==> src/rtl/pll_mn_search_pkg.sv <==
package pll_mn_search_pkg;

  typedef enum logic [2:0] {
    S_IDLE,
    S_SCALE_GO,
    S_SCALE_WAIT,
    S_CAND_GO,
    S_CAND_WAIT,
    S_PACK,
    S_RESP
  } srch_state_t;

  localparam int M_FIELD_W = 6;
  localparam int N_FIELD_W = 8;
  localparam int K_FIELD_W = 2;

endpackage

==> src/rtl/pll_div_seq.sv <==
module pll_div_seq #(
  parameter int W = 32
) (
  input  logic         clk,
  input  logic         rst_n,
  input  logic         start,
  input  logic [W-1:0] dividend,
  input  logic [W-1:0] divisor,
  output logic         done,
  output logic [W-1:0] quotient
);
  localparam int CNT_W = $clog2(W + 1);

  logic [W-1:0]     rem_q;
  logic [W-1:0]     quo_q;
  logic [W-1:0]     dsr_q;
  logic [CNT_W-1:0] cnt_q;
  logic [W:0]       shifted;
  logic             fits;

  assign shifted  = {rem_q, quo_q[W-1]};
  assign fits     = shifted >= {1'b0, dsr_q};
  assign quotient = quo_q;

  always_ff @(posedge clk or negedge rst_n) begin
    if (!rst_n) begin
      rem_q <= '0;
      quo_q <= '0;
      dsr_q <= '0;
      cnt_q <= '0;
      done  <= 1'b0;
    end else if (start) begin
      rem_q <= '0;
      quo_q <= dividend;
      dsr_q <= divisor;
      cnt_q <= CNT_W'(W);
      done  <= 1'b0;
    end else if (cnt_q != '0) begin
      if (fits) begin
        rem_q <= W'(shifted - {1'b0, dsr_q});
        quo_q <= {quo_q[W-2:0], 1'b1};
      end else begin
        rem_q <= shifted[W-1:0];
        quo_q <= {quo_q[W-2:0], 1'b0};
      end
      cnt_q <= cnt_q - 1'b1;
      done  <= (cnt_q == CNT_W'(1));
    end else begin
      done <= 1'b0;
    end
  end
endmodule

==> src/rtl/pll_cand_gen.sv <==
module pll_cand_gen #(
  parameter int MIN_M = 2,
  parameter int MAX_M = 30,
  parameter int MIN_N = 35,
  parameter int MAX_N = 247,
  parameter int M_W   = 6,
  parameter int N_W   = 8
) (
  input  logic           clk,
  input  logic           rst_n,
  input  logic           init,
  input  logic           step,
  output logic [M_W-1:0] m,
  output logic [N_W-1:0] n,
  output logic           last
);
  logic n_wrap;

  assign n_wrap = (n == N_W'(MAX_N));
  assign last   = n_wrap && (m == M_W'(MAX_M));

  always_ff @(posedge clk or negedge rst_n) begin
    if (!rst_n) begin
      m <= M_W'(MIN_M);
      n <= N_W'(MIN_N);
    end else if (init) begin
      m <= M_W'(MIN_M);
      n <= N_W'(MIN_N);
    end else if (step) begin
      if (n_wrap) begin
        n <= N_W'(MIN_N);
        m <= m + 1'b1;
      end else begin
        n <= n + 1'b1;
      end
    end
  end
endmodule

==> src/rtl/pll_best_keep.sv <==
module pll_best_keep #(
  parameter int E_W = 32,
  parameter int M_W = 6,
  parameter int N_W = 8
) (
  input  logic           clk,
  input  logic           rst_n,
  input  logic           clear,
  input  logic           offer,
  input  logic [E_W-1:0] err,
  input  logic [M_W-1:0] m,
  input  logic [N_W-1:0] n,
  output logic [M_W-1:0] best_m,
  output logic [N_W-1:0] best_n
);
  logic [E_W-1:0] best_err;

  always_ff @(posedge clk or negedge rst_n) begin
    if (!rst_n) begin
      best_err <= '1;
      best_m   <= '0;
      best_n   <= '0;
    end else if (clear) begin
      best_err <= '1;
      best_m   <= '0;
      best_n   <= '0;
    end else if (offer && (err < best_err)) begin
      best_err <= err;
      best_m   <= m;
      best_n   <= n;
    end
  end
endmodule

==> src/rtl/pll_mn_search.sv <==
module pll_mn_search #(
  parameter int TGT_W    = 16,
  parameter int WORD_W   = 16,
  parameter int DIV_W    = 32,
  parameter int F_LO     = 8000,
  parameter int F_HI     = 15938,
  parameter int REF_Q16  = 938356,
  parameter int N_OFS    = 8,
  parameter int M_OFS    = 2,
  parameter int MIN_M    = 2,
  parameter int MAX_M    = 30,
  parameter int MIN_N    = 35,
  parameter int MAX_N    = 247,
  parameter int ZERO_WORD = 224
) (
  input  logic              clk,
  input  logic              rst_n,
  input  logic              in_valid,
  output logic              in_ready,
  input  logic [TGT_W-1:0]  in_target,
  output logic              out_done,
  output logic [WORD_W-1:0] out_word
);
  import pll_mn_search_pkg::*;

  localparam int M_W      = M_FIELD_W;
  localparam int N_W      = N_FIELD_W;
  localparam int K_W      = K_FIELD_W;
  localparam int K_LIMIT  = (1 << K_W) - 1;
  localparam int VCO_LO   = F_LO * 8;
  localparam int WIDE_W   = TGT_W + K_LIMIT + 1;
  localparam int N_SHIFT  = M_W + K_W;

  srch_state_t      state;
  logic [TGT_W-1:0] lim_q;
  logic [K_W-1:0]   k_q;
  logic [DIV_W-1:0] scaled_q;
  logic [TGT_W-1:0] lim_in;
  logic [K_W-1:0]   k_in;
  logic             accept;

  logic             div_start;
  logic [DIV_W-1:0] div_num;
  logic [DIV_W-1:0] div_den;
  logic             div_done;
  logic [DIV_W-1:0] div_quo;

  logic             gen_init;
  logic             gen_step;
  logic [M_W-1:0]   cm;
  logic [N_W-1:0]   cn;
  logic             clast;

  logic             best_offer;
  logic [DIV_W-1:0] cand_err;
  logic [M_W-1:0]   best_m;
  logic [N_W-1:0]   best_n;

  function automatic logic [TGT_W-1:0] band_limit(input logic [TGT_W-1:0] f);
    if (f < TGT_W'(F_LO))      return TGT_W'(F_LO);
    else if (f > TGT_W'(F_HI)) return TGT_W'(F_HI);
    else                       return f;
  endfunction

  function automatic logic [K_W-1:0] doublings(input logic [TGT_W-1:0] f);
    logic [WIDE_W-1:0] w;
    logic [K_W-1:0]    k;
    w = WIDE_W'(f);
    k = '0;
    for (int i = 0; i < K_LIMIT; i++) begin
      if (w < WIDE_W'(VCO_LO)) begin
        w = w << 1;
        k = k + 1'b1;
      end
    end
    return k;
  endfunction

  assign lim_in   = band_limit(in_target);
  assign k_in     = doublings(lim_in);
  assign in_ready = (state == S_IDLE);
  assign out_done = (state == S_RESP);
  assign accept   = in_valid && in_ready;

  // One divider shared between the scaling pass and every candidate pass
  assign div_start = (state == S_SCALE_GO) || (state == S_CAND_GO);
  always_comb begin
    if (state == S_SCALE_GO) begin
      div_num = DIV_W'(lim_q) << 8;
      div_den = DIV_W'(100);
    end else begin
      div_num = DIV_W'(REF_Q16) * (DIV_W'(cn) + DIV_W'(N_OFS));
      div_den = (DIV_W'(256) << k_q) * (DIV_W'(cm) + DIV_W'(M_OFS));
    end
  end

  pll_div_seq #(.W(DIV_W)) u_div (
    .clk      (clk),
    .rst_n    (rst_n),
    .start    (div_start),
    .dividend (div_num),
    .divisor  (div_den),
    .done     (div_done),
    .quotient (div_quo)
  );

  assign gen_init   = (state == S_SCALE_WAIT) && div_done;
  assign best_offer = (state == S_CAND_WAIT) && div_done;
  assign gen_step   = best_offer && !clast;
  assign cand_err   = (div_quo > scaled_q) ? (div_quo - scaled_q) : (scaled_q - div_quo);

  pll_cand_gen #(
    .MIN_M (MIN_M), .MAX_M (MAX_M), .MIN_N (MIN_N), .MAX_N (MAX_N),
    .M_W   (M_W),   .N_W   (N_W)
  ) u_gen (
    .clk   (clk),
    .rst_n (rst_n),
    .init  (gen_init),
    .step  (gen_step),
    .m     (cm),
    .n     (cn),
    .last  (clast)
  );

  pll_best_keep #(.E_W(DIV_W), .M_W(M_W), .N_W(N_W)) u_best (
    .clk    (clk),
    .rst_n  (rst_n),
    .clear  (gen_init),
    .offer  (best_offer),
    .err    (cand_err),
    .m      (cm),
    .n      (cn),
    .best_m (best_m),
    .best_n (best_n)
  );

  always_ff @(posedge clk or negedge rst_n) begin
    if (!rst_n) begin
      state    <= S_IDLE;
      lim_q    <= '0;
      k_q      <= '0;
      scaled_q <= '0;
      out_word <= '0;
    end else begin
      case (state)
        S_IDLE: begin
          if (accept) begin
            if (in_target == '0) begin
              out_word <= WORD_W'(ZERO_WORD);
              state    <= S_RESP;
            end else begin
              lim_q <= lim_in;
              k_q   <= k_in;
              state <= S_SCALE_GO;
            end
          end
        end
        S_SCALE_GO:  state <= S_SCALE_WAIT;
        S_SCALE_WAIT: begin
          if (div_done) begin
            scaled_q <= div_quo;
            state    <= S_CAND_GO;
          end
        end
        S_CAND_GO:   state <= S_CAND_WAIT;
        S_CAND_WAIT: begin
          if (div_done) state <= clast ? S_PACK : S_CAND_GO;
        end
        S_PACK: begin
          out_word <= (WORD_W'(best_n) << N_SHIFT) + (WORD_W'(k_q) << M_W) + WORD_W'(best_m);
          state    <= S_RESP;
        end
        default: state <= S_IDLE;
      endcase
    end
  end
endmodule

==> config.mk <==
export PLATFORM = sky130hd
export DESIGN_NAME = pll_mn_search
export DESIGN_NICKNAME = d
export VERILOG_FILES = /design/src/rtl/pll_mn_search_pkg.sv /design/src/rtl/pll_div_seq.sv /design/src/rtl/pll_cand_gen.sv /design/src/rtl/pll_best_keep.sv /design/src/rtl/pll_mn_search.sv
export SDC_FILE = /design/constraint.sdc
export NUM_CORES = 1
export LEC_CHECK = 0
export BUFFER_PORTS_ARGS = -buffer_cell sky130_fd_sc_hd__buf_2
export CAP_MARGIN = 0
export CORE_MARGIN = 2
export CORE_UTILIZATION = 65
export DETAILED_ROUTE_END_ITERATION = 10
export PLACE_DENSITY = 0.91
export SYNTH_ARGS = -nofsm -noshare
export SYNTH_HDL_FRONTEND = slang
export SYNTH_SLANG_ARGS = --single-unit
==> constraint.sdc <==
create_clock -name clk -period 7.15 [get_ports clk]
set_input_delay 0.3575 -clock clk [delete_from_list [all_inputs] [get_ports clk]]
set_output_delay 0.3575 -clock clk [all_outputs]
set_load 0.01 [all_outputs]
# --- Word level (Yosys, flattened, before mapping) ---
# Index checks and enable logic that the tools add are counted.
op_classes:
  addsub: 12
  mul: 2
  magnitude_cmp: 8
  eq_ne: 13
  n_shift: 1
  mux: 41
  n_bitwise: 1
  n_reduce_logical: 21
op_table:
  columns: ["op", "n"]
  rows:
  - ["32-bit two-way mux", 9]
  - ["32-bit subtractor", 3]
  - ["16-bit two-way mux", 4]
  - ["6-bit two-way mux", 7]
  - ["20-bit by 16-bit < comparator with 1-bit output, second input constant", 2]
  - ["8-bit two-way mux", 5]
  - ["33-bit by 32-bit >= comparator with 1-bit output", 1]
  - ["32-bit greater-than comparator", 1]
  - ["32-bit < comparator", 1]
  - ["32-bit by 7-bit multiplier with 32-bit output", 1]
  - ["16-bit one-hot mux with 2 select lines", 1]
  - ["9-bit by 2-bit << shifter with 32-bit output, first input constant", 1]
  - ["29-bit two-way mux", 1]
  - ["18-bit by 9-bit multiplier with 27-bit output, first input constant", 1]
  - ["18-bit two-way mux", 1]
  - ["3-bit one-hot mux with 6 select lines", 1]
  - ["17-bit two-way mux", 1]
  - ["16-bit by 6-bit adder with 16-bit output", 1]
  - ["16-bit by 8-bit adder with 16-bit output", 1]
  - ["16-bit by 14-bit greater-than comparator with 1-bit output, second input constant", 1]
  - ["16-bit logical NOT", 1]
  - ["16-bit by 13-bit < comparator with 1-bit output, second input constant", 1]
  - ["16-bit < comparator, second input constant", 1]
  - ["3-bit two-way mux", 5]
  - ["other kinds (24)", 47]
word_totals:
  regBits: 232
  input_bits: 19
  output_inout_bits: 18
  wordCells: 114

# --- Logic depth before layout (Yosys ltp) ---
logic_depth:
  word_depth: 9
  mapped_depth: 26
  ltp_nobuf: 23

# --- By module ---
# A second synthesis with hierarchy kept.
unflattened:
  hier_cells: 2423
  area_unflattened_um2: 20631.0
by_module_without_submodules:
  columns: ["mod", "instances", "cells_per_inst", "area_each_um2", "seq_area_each_um2"]
  rows:
  - ["pll_mn_search", 1, 1275, 10286.1, 1726.7]
  - ["pll_div_seq", 1, 758, 6480.0, 2577.5]
  - ["pll_best_keep", 1, 305, 3024.2, 1191.1]
  - ["pll_cand_gen", 1, 85, 840.8, 355.3]

# --- Worst setup path after synthesis ---
# OpenSTA, ideal clock, no wires.
synth_timing:
  kind: "reg-to-reg"
  startpoint: "register u_gen.n[5]"
  endpoint: "register u_div.quo_q[28], in the netlist u_div.quotient[28]"
  setup_time_ns: 0.138
  t_arrival_ns: 5.266
  t_required_ns: 7.012
  path_slack_ns: 1.747
  stages_incl_launch_ff: 22
  path_buffers: 1
  period_less_slack_ns: 5.403
  cell_sequence: "dfstp_2 > clkbuf_1 > nand3_1 > xnor2_1 > ha_1 > inv_1 > fa_1 > inv_1 > fa_1 > inv_1 > fa_1 > inv_1 > ha_1 > and2_1 > o2111a_1 > nor2_1 > a21oi_1 > o311ai_0 > a21oi_1 > a21oi_1 > xnor2_1 > o22ai_1"
synth_via:
  elab_chain_len: 4
synth_lines:
  columns: ["item", "line_no", "source"]
  rows:
  - ["from (decl)", "pll_cand_gen.sv:14", "output logic [N_W-1:0] n,"]
  - ["from (signal assigned)", "pll_cand_gen.sv:25", "n <= N_W'(MIN_N);"]
  - ["from (signal assigned)", "pll_cand_gen.sv:28", "n <= N_W'(MIN_N);"]
  - ["from (signal assigned)", "pll_cand_gen.sv:31", "n <= N_W'(MIN_N);"]
  - ["8-bit by 4-bit adder with 9-bit output", "pll_mn_search.sv:92", "div_num = DIV_W'(REF_Q16) * (DIV_W'(cn) + DIV_W'(N_OFS));"]
  - ["18-bit by 9-bit multiplier with 27-bit output", "pll_mn_search.sv:92", null]
  - ["29-bit two-way mux", "pll_mn_search.sv:88", "if (state == S_SCALE_GO) begin"]
  - ["32-bit two-way mux", "pll_div_seq.sv:32", "end else if (start) begin"]
  - ["to (signal assigned)", "pll_div_seq.sv:34", "quo_q <= dividend;"]
  - ["to (signal assigned)", "pll_div_seq.sv:41", "quo_q <= {quo_q[W-2:0], 1'b1};"]
  - ["to (signal assigned)", "pll_div_seq.sv:44", "quo_q <= {quo_q[W-2:0], 1'b0};"]
  - ["to (decl)", "pll_div_seq.sv:15", "logic [W-1:0] quo_q;"]
# Every way passes these cells.
# A chain may end at the register's enable or synchronous reset.

# --- Worst setup path after layout ---
layout_timing:
  startpoint: "register u_div.quo_q[27], in the netlist u_div.quotient[27]"
  endpoint: "register u_best.best_n[2]"
layout_via:
  elab_chain_len: 5
  word_cells_on_any_way: 7
  classes_between: "add/sub (2); order compare (2); mux (1); reduce/logical (2)"
layout_lines:
  columns: ["item", "line_no", "source"]
  rows:
  - ["32-bit subtractor / 32-bit greater-than comparator (equally long branches)", "pll_mn_search.sv:110", "assign cand_err = (div_quo > scaled_q) ? (div_quo - scaled_q) : (scaled_q - div_quo);"]
  - ["32-bit two-way mux (*)", "pll_mn_search.sv:110", null]
  - ["32-bit < comparator (*)", "pll_best_keep.sv:27", "end else if (offer && (err < best_err)) begin"]
  - ["1-bit logical AND (*)", "pll_best_keep.sv:27", null]
  - ["2-bit nonzero test (no source line) (*)", null, null]
  - ["to (signal assigned)", "pll_best_keep.sv:30", "best_n <= n;"]
  - ["to (decl)", "pll_best_keep.sv:14", "output logic [N_W-1:0] best_n"]
# Mark *: on every way between the ends. The rest lies on a longest branch, timed or not.

==> impl_summary.log <==
[metrics] summed instance area of the synthesized netlist: between 0.015 and 0.02 sq mm
[metrics] final WL: 46500 microns
[metrics] gp weighted congestion: between 1 and 1.5
[metrics] period utilization: 92.9%
[metrics] largest fanout of any net on the critical path: between 40 and 50
[metrics] initial antenna violation count: 0
[metrics] net count of the finished layout: between 2000 and 2500
[metrics] Clock Tree Buf Depth: 3
[metrics] peak clock frequency supported by timing: 150 MHz
[metrics] hold_ws: between 0.07 and 0.08 ns
[metrics] number of cells on the worst hold path: 2
[metrics] slack of the worst reg-to-reg path: slightly above 0.5 ns
[metrics] CP Data Arrival Time: 7.05 ns
[metrics] status: finished clean
[metrics] global-route total usage across every layer: between 30% and 40%
[metrics] final cell utilization of the core: a little over two thirds
[metrics] floorplan die height: about 170 microns
[metrics] Setup crit start kind: register
[metrics] cell type with the highest aggregate area in the netlist: sky130_fd_sc_hd__dfrtp_1
[metrics] instance area after placement: around 0.019 sq mm
[metrics] data required time of the critical path: ~7.6 ns
[metrics] wire length per cell after detailed routing: between 15 and 20 microns
[metrics] remaining antenna violation count: 0
[metrics] floorplan core area: roughly 0.028 sq mm
[metrics] startpoint of the most critical register-to-register path: u_div.quotient[27]
[metrics] proportion of layout cells with a drive suffix above 1: 7.82%
[metrics] shortest period the worst path allows: around 6.6 ns
[metrics] clk_lat worst skew: 0.54 ns
[metrics] number of hold violations in the final report: 0
[metrics] area growth from synthesis to layout: 6.73%
[metrics] synthesized area per cell: 8.50 sq um
[metrics] post-detailed-route via-to-cell ratio: ~6
[metrics] Total Neg Setup Slack: 0 ns
[metrics] clock root buffer master: sky130_fd_sc_hd__clkbuf_16
[metrics] via count of the first global-routing pass: approximately 16000
[metrics] count of routing violations after the opening detailed-route iteration: 1300
[metrics] TritonCTS clock tree: yes
[metrics] finished layout cell area: slightly below 0.02 sq mm
[metrics] initial cell density of the core: about 66%
[metrics] simple-gate share of the synthesized area: about 14%
[metrics] floorplan die width: between 150 and 200 microns
[metrics] top post-synthesis cells by count: sky130_fd_sc_hd__inv_1 (255), sky130_fd_sc_hd__ha_1 (221), sky130_fd_sc_hd__nand2_1 (218)
[metrics] share of synthesized flip-flops with an asynchronous set or reset: 100%
[metrics] RSZ-0062 raised after global routing: false
[metrics] filler cell count: between 2000 and 2500
[metrics] Reg2Reg Depth: 18
[metrics] min-delay worst type: primary input to register
[metrics] Cell Rows: 61
[metrics] Synth Instances: 2149
[metrics] TritonCTS Buffers: 25
[metrics] Critical Path End Type: register
[metrics] predominant post-synthesis flop cell: sky130_fd_sc_hd__dfrtp_1
[metrics] DRC violation count after routing: 0
[metrics] Max-slew headroom: 30.6%
[metrics] area fraction of the dominant cell type after synthesis: between 20% and 30%
[metrics] Overflow after GRT: 0
[metrics] total clock sinks: between 200 and 250
[metrics] post-route total power: approximately 11 mW
[metrics] number of enable-type register cells in the synthesized netlist: 0
[metrics] area share of fa/ha/maj cells after synthesis: between 20% and 30%
[metrics] count of unique library cells instantiated by Yosys: between 90 and 100
[metrics] overall die area: 0.0295 sq mm
[metrics] maximum resistive drop on vdd: 0.319 mV
[metrics] post-cts repair resize count: 0
[metrics] IO buf count: 36
[metrics] reg2reg end: u_best.best_n[2]
[metrics] global-route wire length before repair: just under 80000 microns
[metrics] worst setup path endpoint: u_best.best_n[2]
[metrics] max-capacitance violation count: 0
[metrics] Final HPWL DP: between 30000 and 40000 microns
[metrics] share of cell area taken by muxes after synthesis: 2.47%
[metrics] dominant combinational cell family by area after synthesis: compound AO/OA/AOI/OAI gates
[metrics] largest clock skew in the final design: 0.0141 ns
[metrics] type of the worst setup path: register to register
[metrics] Leak Pwr: roughly 9.6 nW
[metrics] top-count cell post-synth: sky130_fd_sc_hd__inv_1
[metrics] Setup Viol. Count Final: 0
[metrics] transition time of the tightest slew-check pin: a little over 1 ns
[metrics] drt first pass iters: 5
[metrics] Power per Cell Area: approximately 550 mW/mm^2
[metrics] antenna diode count: 0
[metrics] H-tree Lvls: 1
[metrics] I/O pins: 37
[metrics] fraction of the yosys area taken by sequential cells: 29.6%
[metrics] largest net degree at the start of global routing: around 120
[metrics] YS warnings: 0
[metrics] overall via count from detail_route: 15585
[metrics] top cells by area in the synthesized netlist: sky130_fd_sc_hd__dfrtp_1 (24%), sky130_fd_sc_hd__ha_1 (15%), sky130_fd_sc_hd__fa_1 (5.4%)
[metrics] clock-pin slew of the registers on the worst-case setup and hold paths: roughly 0.060 ns
[metrics] share of the synthesized area in compound gates (AO/OA/AOI/OAI): between 20% and 30%
[metrics] fraction of synthesized cell area in xor and xnor cells: approximately 4.7%
[metrics] launch point of the worst path: u_div.quotient[27]
[metrics] post-synthesis sequential element count: 214
[metrics] final count of pins violating max slew: 0
[report_power, final]
group | internal, mW | switching [mW] | total, mW
clock | 0.755 | 0.530 | 1.29
combinational | 2.85 | 4.34 | 7.19
sequential | 1.71 | 0.448 | 2.15
[how the worst min path moves through the flow]
stage                              from         to  slack, ns
after detailed placement       lim_q[9]   lim_q[9]       0.46
after CTS                 in_target[11]  lim_q[11]       0.05
final                      in_target[2]   lim_q[2]       0.07
after floorplan                   rst_n     k_q[0]       0.06
after global placement         lim_q[9]   lim_q[9]       0.45
after global routing       in_target[5]   lim_q[5]       0.07
[through the flow]
stage          instances  setup WS (ns)
6_report            2525          0.505
5_1_grt             2525          0.133
4_1_cts             2525          0.647
3_5_place_dp        2478          0.706
3_3_place_gp        2478          0.956
2_1_floorplan       2151           1.75
[routing by layer]
layer / vias to the layer above / global-route usage [%] / share of wire (%)
met1: 7531 / 41.2 / 42
li1: 7361 / - / -
met4: 0 / 12.6 / 3.5
met5: - / 0 / 0
met3: 132 / 3.93 / 5.8
met2: 561 / 55.4 / 49
[kinds of logic after synthesis]
logic type / count (synthesis)
AOI/OAI and AO/OA: 589
xor gates and xnor gates: 99
adders and majority gates: 270
buffers and inverters: 359
DFF: 214
muxes: 44
other: 2
and+or+nand+nor: 572
[worst max-delay path: stages (launching register included)]
cell and delay, ns:
sky130_fd_sc_hd__dfrtp_1 0.43, sky130_fd_sc_hd__ha_1 0.50, sky130_fd_sc_hd__nand2_1 0.19, sky130_fd_sc_hd__nor3_1 0.44
sky130_fd_sc_hd__a21oi_2 0.15, sky130_fd_sc_hd__a31oi_4 0.32, sky130_fd_sc_hd__o21a_1 0.76, sky130_fd_sc_hd__mux2_1 0.38
sky130_fd_sc_hd__a211o_1 0.35, sky130_fd_sc_hd__a221oi_2 0.29, sky130_fd_sc_hd__xnor2_1 0.14, sky130_fd_sc_hd__ha_1 0.33
sky130_fd_sc_hd__nand4_1 0.16, sky130_fd_sc_hd__nor4_1 0.42, sky130_fd_sc_hd__o211ai_1 0.21, sky130_fd_sc_hd__o21ai_4 0.72
sky130_fd_sc_hd__buf_12 0.32, sky130_fd_sc_hd__mux2i_1 0.27, sky130_fd_sc_hd__nor2_1 0.07
[cell usage in the layout (no fill, tap or decap), types with 44 or more instances in the layout]
cell                      netlist  final
sky130_fd_sc_hd__xnor2_1       64     64
sky130_fd_sc_hd__ha_1         221    221
sky130_fd_sc_hd__dfrtp_1      178    178
sky130_fd_sc_hd__inv_1        255    255
sky130_fd_sc_hd__nand3_1       44     44
sky130_fd_sc_hd__a21oi_1      163    163
sky130_fd_sc_hd__o21ai_0      144    144
sky130_fd_sc_hd__nand2_1      218    218
sky130_fd_sc_hd__fa_1          49     49
sky130_fd_sc_hd__nor2_1       144    144
sky130_fd_sc_hd__a21o_1        48     48
[layout make-up]
| class | count | area (sq um) | area share [%] |
|---|---|---|---|
| multi-input cells | 1578 | 11500 | 59.0 |
| flip-flops and latches | 214 | 5400 | 27.7 |
| inverters | 256 | 961 | 4.93 |
| clock buffers | 35 | 693 | 3.55 |
| well taps | 378 | 473 | 2.43 |
| repair buffers | 53 | 333 | 1.71 |
| clock inverters | 11 | 130 | 0.667 |
[flip-flops by register name, summed over array words and instances (netlist names)]
signal,count
u_best.best_n,8
u_div.quotient,32
u_gen.n,8
u_div.cnt_q,6
state,3
u_best.best_m,6
k_q,2
u_div.rem_q,32
lim_q,16
u_div.done,1
u_best.best_err,32
u_gen.m,6
out_word,16
scaled_q,32
u_div.dsr_q,14
[timing repair]
item	in CTS	in global routing
endpoints found under the hold margin	96	0
hold buffers	1	0
buffers inserted	0	0
(Power assumes the default switching activity.)
